`src/rtl/wb_sched_pkg.sv`:
```
// Package: shared constants and types for the write-back flush scheduler.
// Assumes tick period in picoseconds is fixed at 240 ns.
package wb_sched_pkg;
    localparam int unsigned TICK_PS = 240000;

    typedef enum logic {
        ARB_IDLE = 1'b0,
        ARB_BUSY = 1'b1
    } arb_state_t;
endpackage

```
`src/rtl/wb_tick_gen.sv`:
```
// Module: free-running prescaler giving a one-cycle pulse every DIV clocks.
// Assumes DIV >= 2.
module wb_tick_gen #(
    parameter int unsigned DIV = 24
) (
    input  logic clk,
    input  logic rst_n,
    output logic tick_o
);
    localparam int unsigned CW = (DIV > 2) ? $clog2(DIV) : 1;
    localparam logic [CW-1:0] LAST = CW'(DIV - 1);

    logic [CW-1:0] cnt_q;

    assign tick_o = (cnt_q == LAST);

    // Count 0..DIV-1 and wrap.
    always_ff @(posedge clk) begin
        if (!rst_n)      cnt_q <= '0;
        else if (tick_o) cnt_q <= '0;
        else             cnt_q <= cnt_q + 1'b1;
    end
endmodule

```
`src/rtl/wb_line_track.sv`:
```
// Module: per-line state of one cache line: dirty flag, software request,
// automatic-flush latch, sequential offset tracking and idle tick counter.
// Assumes done_i is a one-cycle pulse when this line's flush completes.
module wb_line_track #(
    parameter int unsigned OFF_W = 3,
    parameter int unsigned TO_W  = 8
) (
    input  logic             clk,
    input  logic             rst_n,
    input  logic             tick_i,
    input  logic             hit_i,
    input  logic             write_i,
    input  logic             seq_i,
    input  logic [OFF_W-1:0] off_i,
    input  logic             man_set_i,
    input  logic             auto_en_i,
    input  logic [TO_W-1:0]  timeout_i,
    input  logic             done_i,
    output logic             want_o,
    output logic             dirty_o,
    output logic             man_o
);
    localparam logic [OFF_W-1:0] OFF_LAST = {OFF_W{1'b1}};
    localparam logic [OFF_W-1:0] OFF_PEN  = OFF_LAST - 1'b1;
    localparam logic [TO_W-1:0]  CNT_MAX  = {TO_W{1'b1}};

    logic            dirty_q, man_q, auto_q, pen_q;
    logic [TO_W-1:0] cnt_q;
    logic            wr_hit, auto_fire, idle_hit;

    assign wr_hit    = hit_i & write_i;
    assign auto_fire = wr_hit & seq_i & (off_i == OFF_LAST) & pen_q & auto_en_i;
    assign idle_hit  = (timeout_i != '0) & (cnt_q >= timeout_i);
    assign want_o    = dirty_q & (man_q | auto_q | idle_hit);
    assign dirty_o   = dirty_q;
    assign man_o     = man_q;

    // Dirty flag: set by a write, cleared by completion (write wins).
    always_ff @(posedge clk) begin
        if (!rst_n) dirty_q <= 1'b0;
        else        dirty_q <= (dirty_q & ~done_i) | wr_hit;
    end

    // Software request: dropped on completion or when the line is clean.
    always_ff @(posedge clk) begin
        if (!rst_n) man_q <= 1'b0;
        else        man_q <= (man_q & dirty_q & ~done_i) | man_set_i;
    end

    // Automatic flush latch: held until the flush completes.
    always_ff @(posedge clk) begin
        if (!rst_n) auto_q <= 1'b0;
        else        auto_q <= (auto_q & ~done_i) | auto_fire;
    end

    // Remember whether the last access to this line was a sequential write to the penultimate byte.
    always_ff @(posedge clk) begin
        if (!rst_n)     pen_q <= 1'b0;
        else if (hit_i) pen_q <= wr_hit & seq_i & (off_i == OFF_PEN);
    end

    // Idle counter: cleared while clean, on access or completion; saturating tick count otherwise.
    always_ff @(posedge clk) begin
        if (!rst_n)                          cnt_q <= '0;
        else if (!dirty_q || hit_i || done_i) cnt_q <= '0;
        else if (tick_i && cnt_q != CNT_MAX)  cnt_q <= cnt_q + 1'b1;
    end
endmodule

```
`src/rtl/wb_flush_arb.sv`:
```
// Module: fixed-priority flush issuer. Lowest line index wins; one flush
// outstanding; the request is held until acknowledged.
// Assumes want inputs are stable enough to be sampled once per cycle.
module wb_flush_arb
    import wb_sched_pkg::*;
#(
    parameter int unsigned NUM_LINES = 2,
    parameter int unsigned LW        = 1
) (
    input  logic                 clk,
    input  logic                 rst_n,
    input  logic [NUM_LINES-1:0] want_i,
    input  logic                 ack_i,
    output logic                 req_o,
    output logic [LW-1:0]        line_o,
    output logic [NUM_LINES-1:0] done_o
);
    arb_state_t    state_q;
    logic [LW-1:0] line_q;
    logic [LW-1:0] pick;
    logic          any_want;

    // Priority pick of the lowest wanting line.
    always_comb begin
        pick     = '0;
        any_want = 1'b0;
        for (int i = NUM_LINES - 1; i >= 0; i--) begin
            if (want_i[i]) begin
                pick     = LW'(i);
                any_want = 1'b1;
            end
        end
    end

    // Issue state: start a flush when idle, finish it on acknowledge.
    always_ff @(posedge clk) begin
        if (!rst_n) begin
            state_q <= ARB_IDLE;
            line_q  <= '0;
        end else if (state_q == ARB_BUSY) begin
            if (ack_i) state_q <= ARB_IDLE;
        end else if (any_want) begin
            state_q <= ARB_BUSY;
            line_q  <= pick;
        end
    end

    // Completion strobe decoded per line.
    generate
        for (genvar g = 0; g < NUM_LINES; g++) begin : g_done
            assign done_o[g] = (state_q == ARB_BUSY) & ack_i & (line_q == LW'(g));
        end
    endgenerate

    assign req_o  = (state_q == ARB_BUSY);
    assign line_o = line_q;
endmodule

```
`src/rtl/line_wb_sched.sv`:
```
// Module: top of the write-back flush scheduler. Tracks each line, derives
// the 240 ns tick and issues flushes to the memory side one at a time.
// Assumes CLK_PERIOD_PS divides into a tick ratio of at least 2.
module line_wb_sched
    import wb_sched_pkg::*;
#(
    parameter int unsigned NUM_LINES     = 2,
    parameter int unsigned LINE_BYTES    = 8,
    parameter int unsigned TO_W          = 8,
    parameter int unsigned CLK_PERIOD_PS = 10000
) (
    input  logic                          clk,
    input  logic                          rst_n,
    input  logic                          acc_valid_i,
    input  logic                          acc_write_i,
    input  logic [$clog2(NUM_LINES)-1:0]  acc_line_i,
    input  logic [$clog2(LINE_BYTES)-1:0] acc_off_i,
    input  logic                          acc_seq_i,
    input  logic [NUM_LINES-1:0]          man_set_i,
    input  logic                          auto_en_i,
    input  logic [TO_W-1:0]               timeout_i,
    input  logic                          flush_ack_i,
    output logic                          flush_req_o,
    output logic [$clog2(NUM_LINES)-1:0]  flush_line_o,
    output logic [NUM_LINES-1:0]          dirty_o,
    output logic [NUM_LINES-1:0]          man_pend_o
);
    localparam int unsigned LW       = $clog2(NUM_LINES);
    localparam int unsigned OFF_W    = $clog2(LINE_BYTES);
    localparam int unsigned TICK_DIV = (TICK_PS + CLK_PERIOD_PS - 1) / CLK_PERIOD_PS;

    logic                 tick;
    logic [NUM_LINES-1:0] want, done;

    wb_tick_gen #(.DIV(TICK_DIV)) u_tick (
        .clk    (clk),
        .rst_n  (rst_n),
        .tick_o (tick)
    );

    generate
        for (genvar g = 0; g < NUM_LINES; g++) begin : g_line
            wb_line_track #(.OFF_W(OFF_W), .TO_W(TO_W)) u_line (
                .clk       (clk),
                .rst_n     (rst_n),
                .tick_i    (tick),
                .hit_i     (acc_valid_i && (acc_line_i == LW'(g))),
                .write_i   (acc_write_i),
                .seq_i     (acc_seq_i),
                .off_i     (acc_off_i),
                .man_set_i (man_set_i[g]),
                .auto_en_i (auto_en_i),
                .timeout_i (timeout_i),
                .done_i    (done[g]),
                .want_o    (want[g]),
                .dirty_o   (dirty_o[g]),
                .man_o     (man_pend_o[g])
            );
        end
    endgenerate

    wb_flush_arb #(.NUM_LINES(NUM_LINES), .LW(LW)) u_arb (
        .clk    (clk),
        .rst_n  (rst_n),
        .want_i (want),
        .ack_i  (flush_ack_i),
        .req_o  (flush_req_o),
        .line_o (flush_line_o),
        .done_o (done)
    );
endmodule

```
`config.mk`:
```
export PLATFORM = sky130hd
export DESIGN_NAME = line_wb_sched
export DESIGN_NICKNAME = d
export VERILOG_FILES = /design/src/rtl/wb_sched_pkg.sv /design/src/rtl/wb_tick_gen.sv /design/src/rtl/wb_line_track.sv /design/src/rtl/wb_flush_arb.sv /design/src/rtl/line_wb_sched.sv
export SDC_FILE = /design/constraint.sdc
export NUM_CORES = 1
export LEC_CHECK = 0
export ABC_AREA = 1
export BUFFER_PORTS_ARGS = -buffer_cell sky130_fd_sc_hd__buf_2
export CAP_MARGIN = 20
export CORE_UTILIZATION = 51
export CTS_CLUSTER_DIAMETER = 120
export DETAILED_ROUTE_END_ITERATION = 16
export PLACE_DENSITY = 0.75
export SYNTH_ARGS = -nofsm -noshare
export SYNTH_HDL_FRONTEND = slang
export SYNTH_SLANG_ARGS = --single-unit
```
`constraint.sdc`:
```
create_clock -name clk -period 1.6 [get_ports clk]
set_clock_uncertainty 0.15 [all_clocks]
set_input_delay 0.24 -clock clk [delete_from_list [all_inputs] [get_ports clk]]
set_output_delay 0.24 -clock clk [all_outputs]
set_load 0.005 [all_outputs]
```
==> impl_metrics.csv <==
group,metric,value,unit
setup_path,most_frequent_cp_cell,"nand2_1",
setup_path,critical-path-top-delay-family,"flip-flops",
setup_path,worst_r2r_path_depth,10,
clock_tree,cts_hold_buffers,0,
clock_tree,register_clock_pin_slew_on_the_reported_worst_setup_and_hold_paths,0.06,ns
grt,globalRouteTotalUtil,0.234,
power,power.static_leakage,0.00124,uW
worst_hold_path,min-delay-path-class,"primary input to flop",
job,drv.max_cap_violation_count,0,
floorplan,die_area,0.00393,sq mm
detailed_routing,drc_errors,0,
setup_path,timing.critical_path.from_type,"flop",
synth,synthesis.yosys.warnings,0,
sta,hold_viol_final,0,
grt,grt_first_pass_wirelength,7220,um
finish,insertedDiodeCount,0,
sta,final_period_minus_worst_setup_slack,1.64,ns
sta,final.hold.worst_slack,0.0241,ns
setup_path,critical_path_arrival,1.68,ns
synth,avgSynthCellArea,7.04,sq um
synth,yosysSeqAreaShare,0.330,
floorplan,design.portCount,27,
grt,largest_net_degree_at_the_start_of_global_routing,10,
detailed_routing,maxUsedRoutingLayer,"met4",
place,routabilityCongestion,0.849,
detailed_routing,route.layer.met1.wl,2070,um
place,numPortBuffers,26,
setup_path,crit_path_max_fanout,3,
floorplan,dieWidth,62.7,um
synth,syn_nets,307,
sta,layout_worst_path_cycle_share,1.03,
sta,fmax,609,MHz
place,dp_hpwl,3110,um
detailed_routing,postRouteAntennaNets,0,
setup_path,cpPeakStageDelay,0.43,ns
detailed_routing,via_per_inst,5.06,
floorplan,die_height,62.7,um
sta,setup_slack,-0.0421,ns
setup_path,startpoint,"g_line[0].u_line.cnt_q[5]",
finish,fill_cells,281,
power,cellPowerDensity,622,mW/mm^2
setup_path,worst_path_max_delay_cell,"dfxtp_1",
clock_tree,clock_tree_root_driver_cell,"clkbuf_8",
sta,maxSlewViolCount,0,
clock_tree,cts_htree_levels,2,
synth,mappedNetlistArea,0.00188,sq mm
finish,ff_latch_area,636,sq um
detailed_routing,routed_wire_length_per_instance,12.3,um
worst_hold_path,min_to,"g_line[1].u_line.man_o",
setup_path,r2r_path_end,"u_arb.req_o",
place,place.detailed.instances,360,
setup_path,critical_path.reg2reg.startpoint,"g_line[0].u_line.cnt_q[5]",
worst_hold_path,holdPathStages,3,
detailed_routing,drtPass1Iterations,4,
sta,setup-tns-final,-0.0940,ns
synth,synth_area_leader_cell,"dfxtp_1",
setup_path,cp.buffers_inverters,1,
setup_path,r2r_setup_slack,-0.04,ns
finish,nets,370,
floorplan,floorplan.rows,21,
detailed_routing,postRouteWirelength,4620,um
detailed_routing,met2RoutedLength,2300,um
synth,ys_ff_latch,31,
detailed_routing,route.vias.total,1907,
floorplan,core_area,0.00344,sq mm
grt,globalRouteOverflowTotal,0,
finish,area.growth.synth_to_final,40.5,%
finish,multiInputGateArea,0.00126,sq mm
setup_path,critical_path_class,"flop to flop",
grt,first_global_vias,1733,
finish,post-route-util,0.767,
clock_tree,worstSkewPairLatency,0.28,ns
sta,worst_pin_slew,0.244,ns
synth,yosysTopAreaCellShare,0.330,
synth,netlist_top_cells_area,"dfxtp_1, ha_1, nand2_1",
sta,setup_viol,5,
floorplan,starting_density_of_the_core,0.546,
run_status,outcome,"complete, but fails checks",
grt,number_of_antenna_violations_at_the_first_check_in_global_routing,0,
synth,yosys.cell_types.count,26,
worst_hold_path,worst_hold_startpoint,"man_set_i[1]",
clock_tree,numCtsBuffers,5,
power,max-vdd-ir-drop,0.449,mV
setup_path,cp_data_required_time,1.63,ns
clock_tree,tritoncts,"built",
clock_tree,ctsLongestPathBuffers,2,
synth,cell_count_after_synthesis,267,
finish,layout_cell_share_with_drive_strength_beyond_1,0.347,
setup_path,critPathCaptureType,"flop",
finish,final-instance-count-excl-fill,377,
sta,unrepaired_setup_endpoints_after_global_routing,"true",
detailed_routing,met3_wirelength,145,um
run_status,violations,"setup timing",
sta,timing.slew.headroom,0.837,
setup_path,worstPathCellList,"ha_1, a21oi_1, o21a_1, nand2_1, nand2_1, nand2_2, nand2_2, nand3_1, nand2_1, inv_1",
detailed_routing,drt_first_iter_violations,65,
clock_tree,tritoncts_num_sinks,31,
-- worst max-delay path by stage --
stage / to / slack (ns) / cells after the start
detailed placement: u_arb.req_o / -0.09 / 15
global route: u_arb.line_o / -0.21 / 14
CTS: g_line[0].u_line.cnt_q[4] / -0.03 / 9
global placement: u_arb.req_o / -0.06 / 15
finish: u_arb.req_o / -0.04 / 10
floorplan: g_line[1].u_line.cnt_q[7] / 0.02 / 8
-- report_power, final --
group | internal, uW | switching [uW] | total (uW) | leakage (uW)
registers | 783 | 15.5 | 799 | 0.000255
clock network | 392 | 290 | 682 | 0.0000515
logic | 73.5 | 86.9 | 160 | 0.000930
-- state kept, by name (all words and copies together), names as in the netlist --
| signal | cells |
|---|---|
| g_line.u_line.auto_q | 2 |
| g_line.u_line.cnt_q | 16 |
| g_line.u_line.dirty_o | 2 |
| g_line.u_line.man_o | 2 |
| g_line.u_line.pen_q | 2 |
| u_arb.line_o | 1 |
| u_arb.req_o | 1 |
| u_tick.cnt_q | 5 |
-- cell usage in the layout (no fill, tap or decap), types with 3 or more instances in the layout --
master / instances
a21oi_2: 3
nor2_4: 3
buf_6: 5
nor3_1: 3
clkbuf_8: 7
nand3_1: 12
nand4_1: 5
nor2_1: 32
buf_2: 26
nand2_1: 50
o21a_1: 3
o21ai_2: 4
dfxtp_1: 23
buf_4: 30
nand3_4: 4
o21ai_0: 4
ha_4: 6
nand2_2: 5
ha_1: 12
a31oi_1: 3
a21oi_1: 19
dfxtp_2: 6
o21ai_1: 3
inv_1: 41
-- logic make-up (layout without fill, tap and decap cells) --
family                     Yosys count  in the layout  synth area share
AOI/OAI and AO/OA                   42             42             0.123
and+or+nand+nor                    124            124             0.305
DFF                                 31             31             0.330
adders and majority gates           19             19             0.126
buffers and inverters               49            113             0.107
xor gates and xnor gates             2              2           0.00932
-- synth_stat cells --
cell	count
o31ai_1	2
o21a_1	3
inv_1	43
nand2_2	1
or2_2	1
nand3_2	2
nand4_1	5
nor3_1	3
dfxtp_1	31
nor2_2	3
a21oi_1	22
nor2_1	33
a31o_2	1
a31oi_1	3
nor3_4	2
o21ai_1	2
o21ai_0	9
xor2_1	2
nand2_1	56
buf_2	1
nand2_4	2
ha_1	19
clkinv_1	1
buf_4	4
nor2_4	1
nand3_1	15
-- area by class of cell --
class / count / share of cell area
Clock buffer: 8 / 0.0379
Inverter: 44 / 0.0654
Multi-Input combinational cell: 187 / 0.478
Sequential cell: 31 / 0.241
Tap cell: 46 / 0.0218
Timing Repair Buffer: 61 / 0.156
-- stage by stage --
stage / instance area (sq um) / worst slack, ns / power (uW)
finish: 2640 / -0.0421 / 1640
global route: 2640 / -0.206 / 1720
CTS: 2370 / -0.0271 / 1650
detailed placement: 2230 / -0.0926 / 958
global placement: 2230 / -0.0643 / 952
floorplan: 1880 / 0.0237 / 901
-- routing by layer --
metal  GRT usage  vias to the layer above
li1            -                      987
met1       0.271                      864
met2       0.406                       45
met3      0.0511                       11
met4       0.110                        0
met5           0                        -
-- worst reg2reg max path, stage by stage (launching register included) --
cell     delay, ns
dfxtp_1       0.43
ha_1          0.28
a21oi_1       0.18
o21a_1        0.13
nand2_1       0.05
nand2_1       0.06
nand2_2       0.06
nand2_2       0.05
nand3_1       0.07
nand2_1       0.06
inv_1         0.03
-- timing repair --
item                                    in CTS  in global routing
pin swaps                                    4                 22
buffers inserted                             2                  7
endpoints found under the setup margin      14                 15
resized for setup                           16                 45
Power figures use the tool's default switching activity.
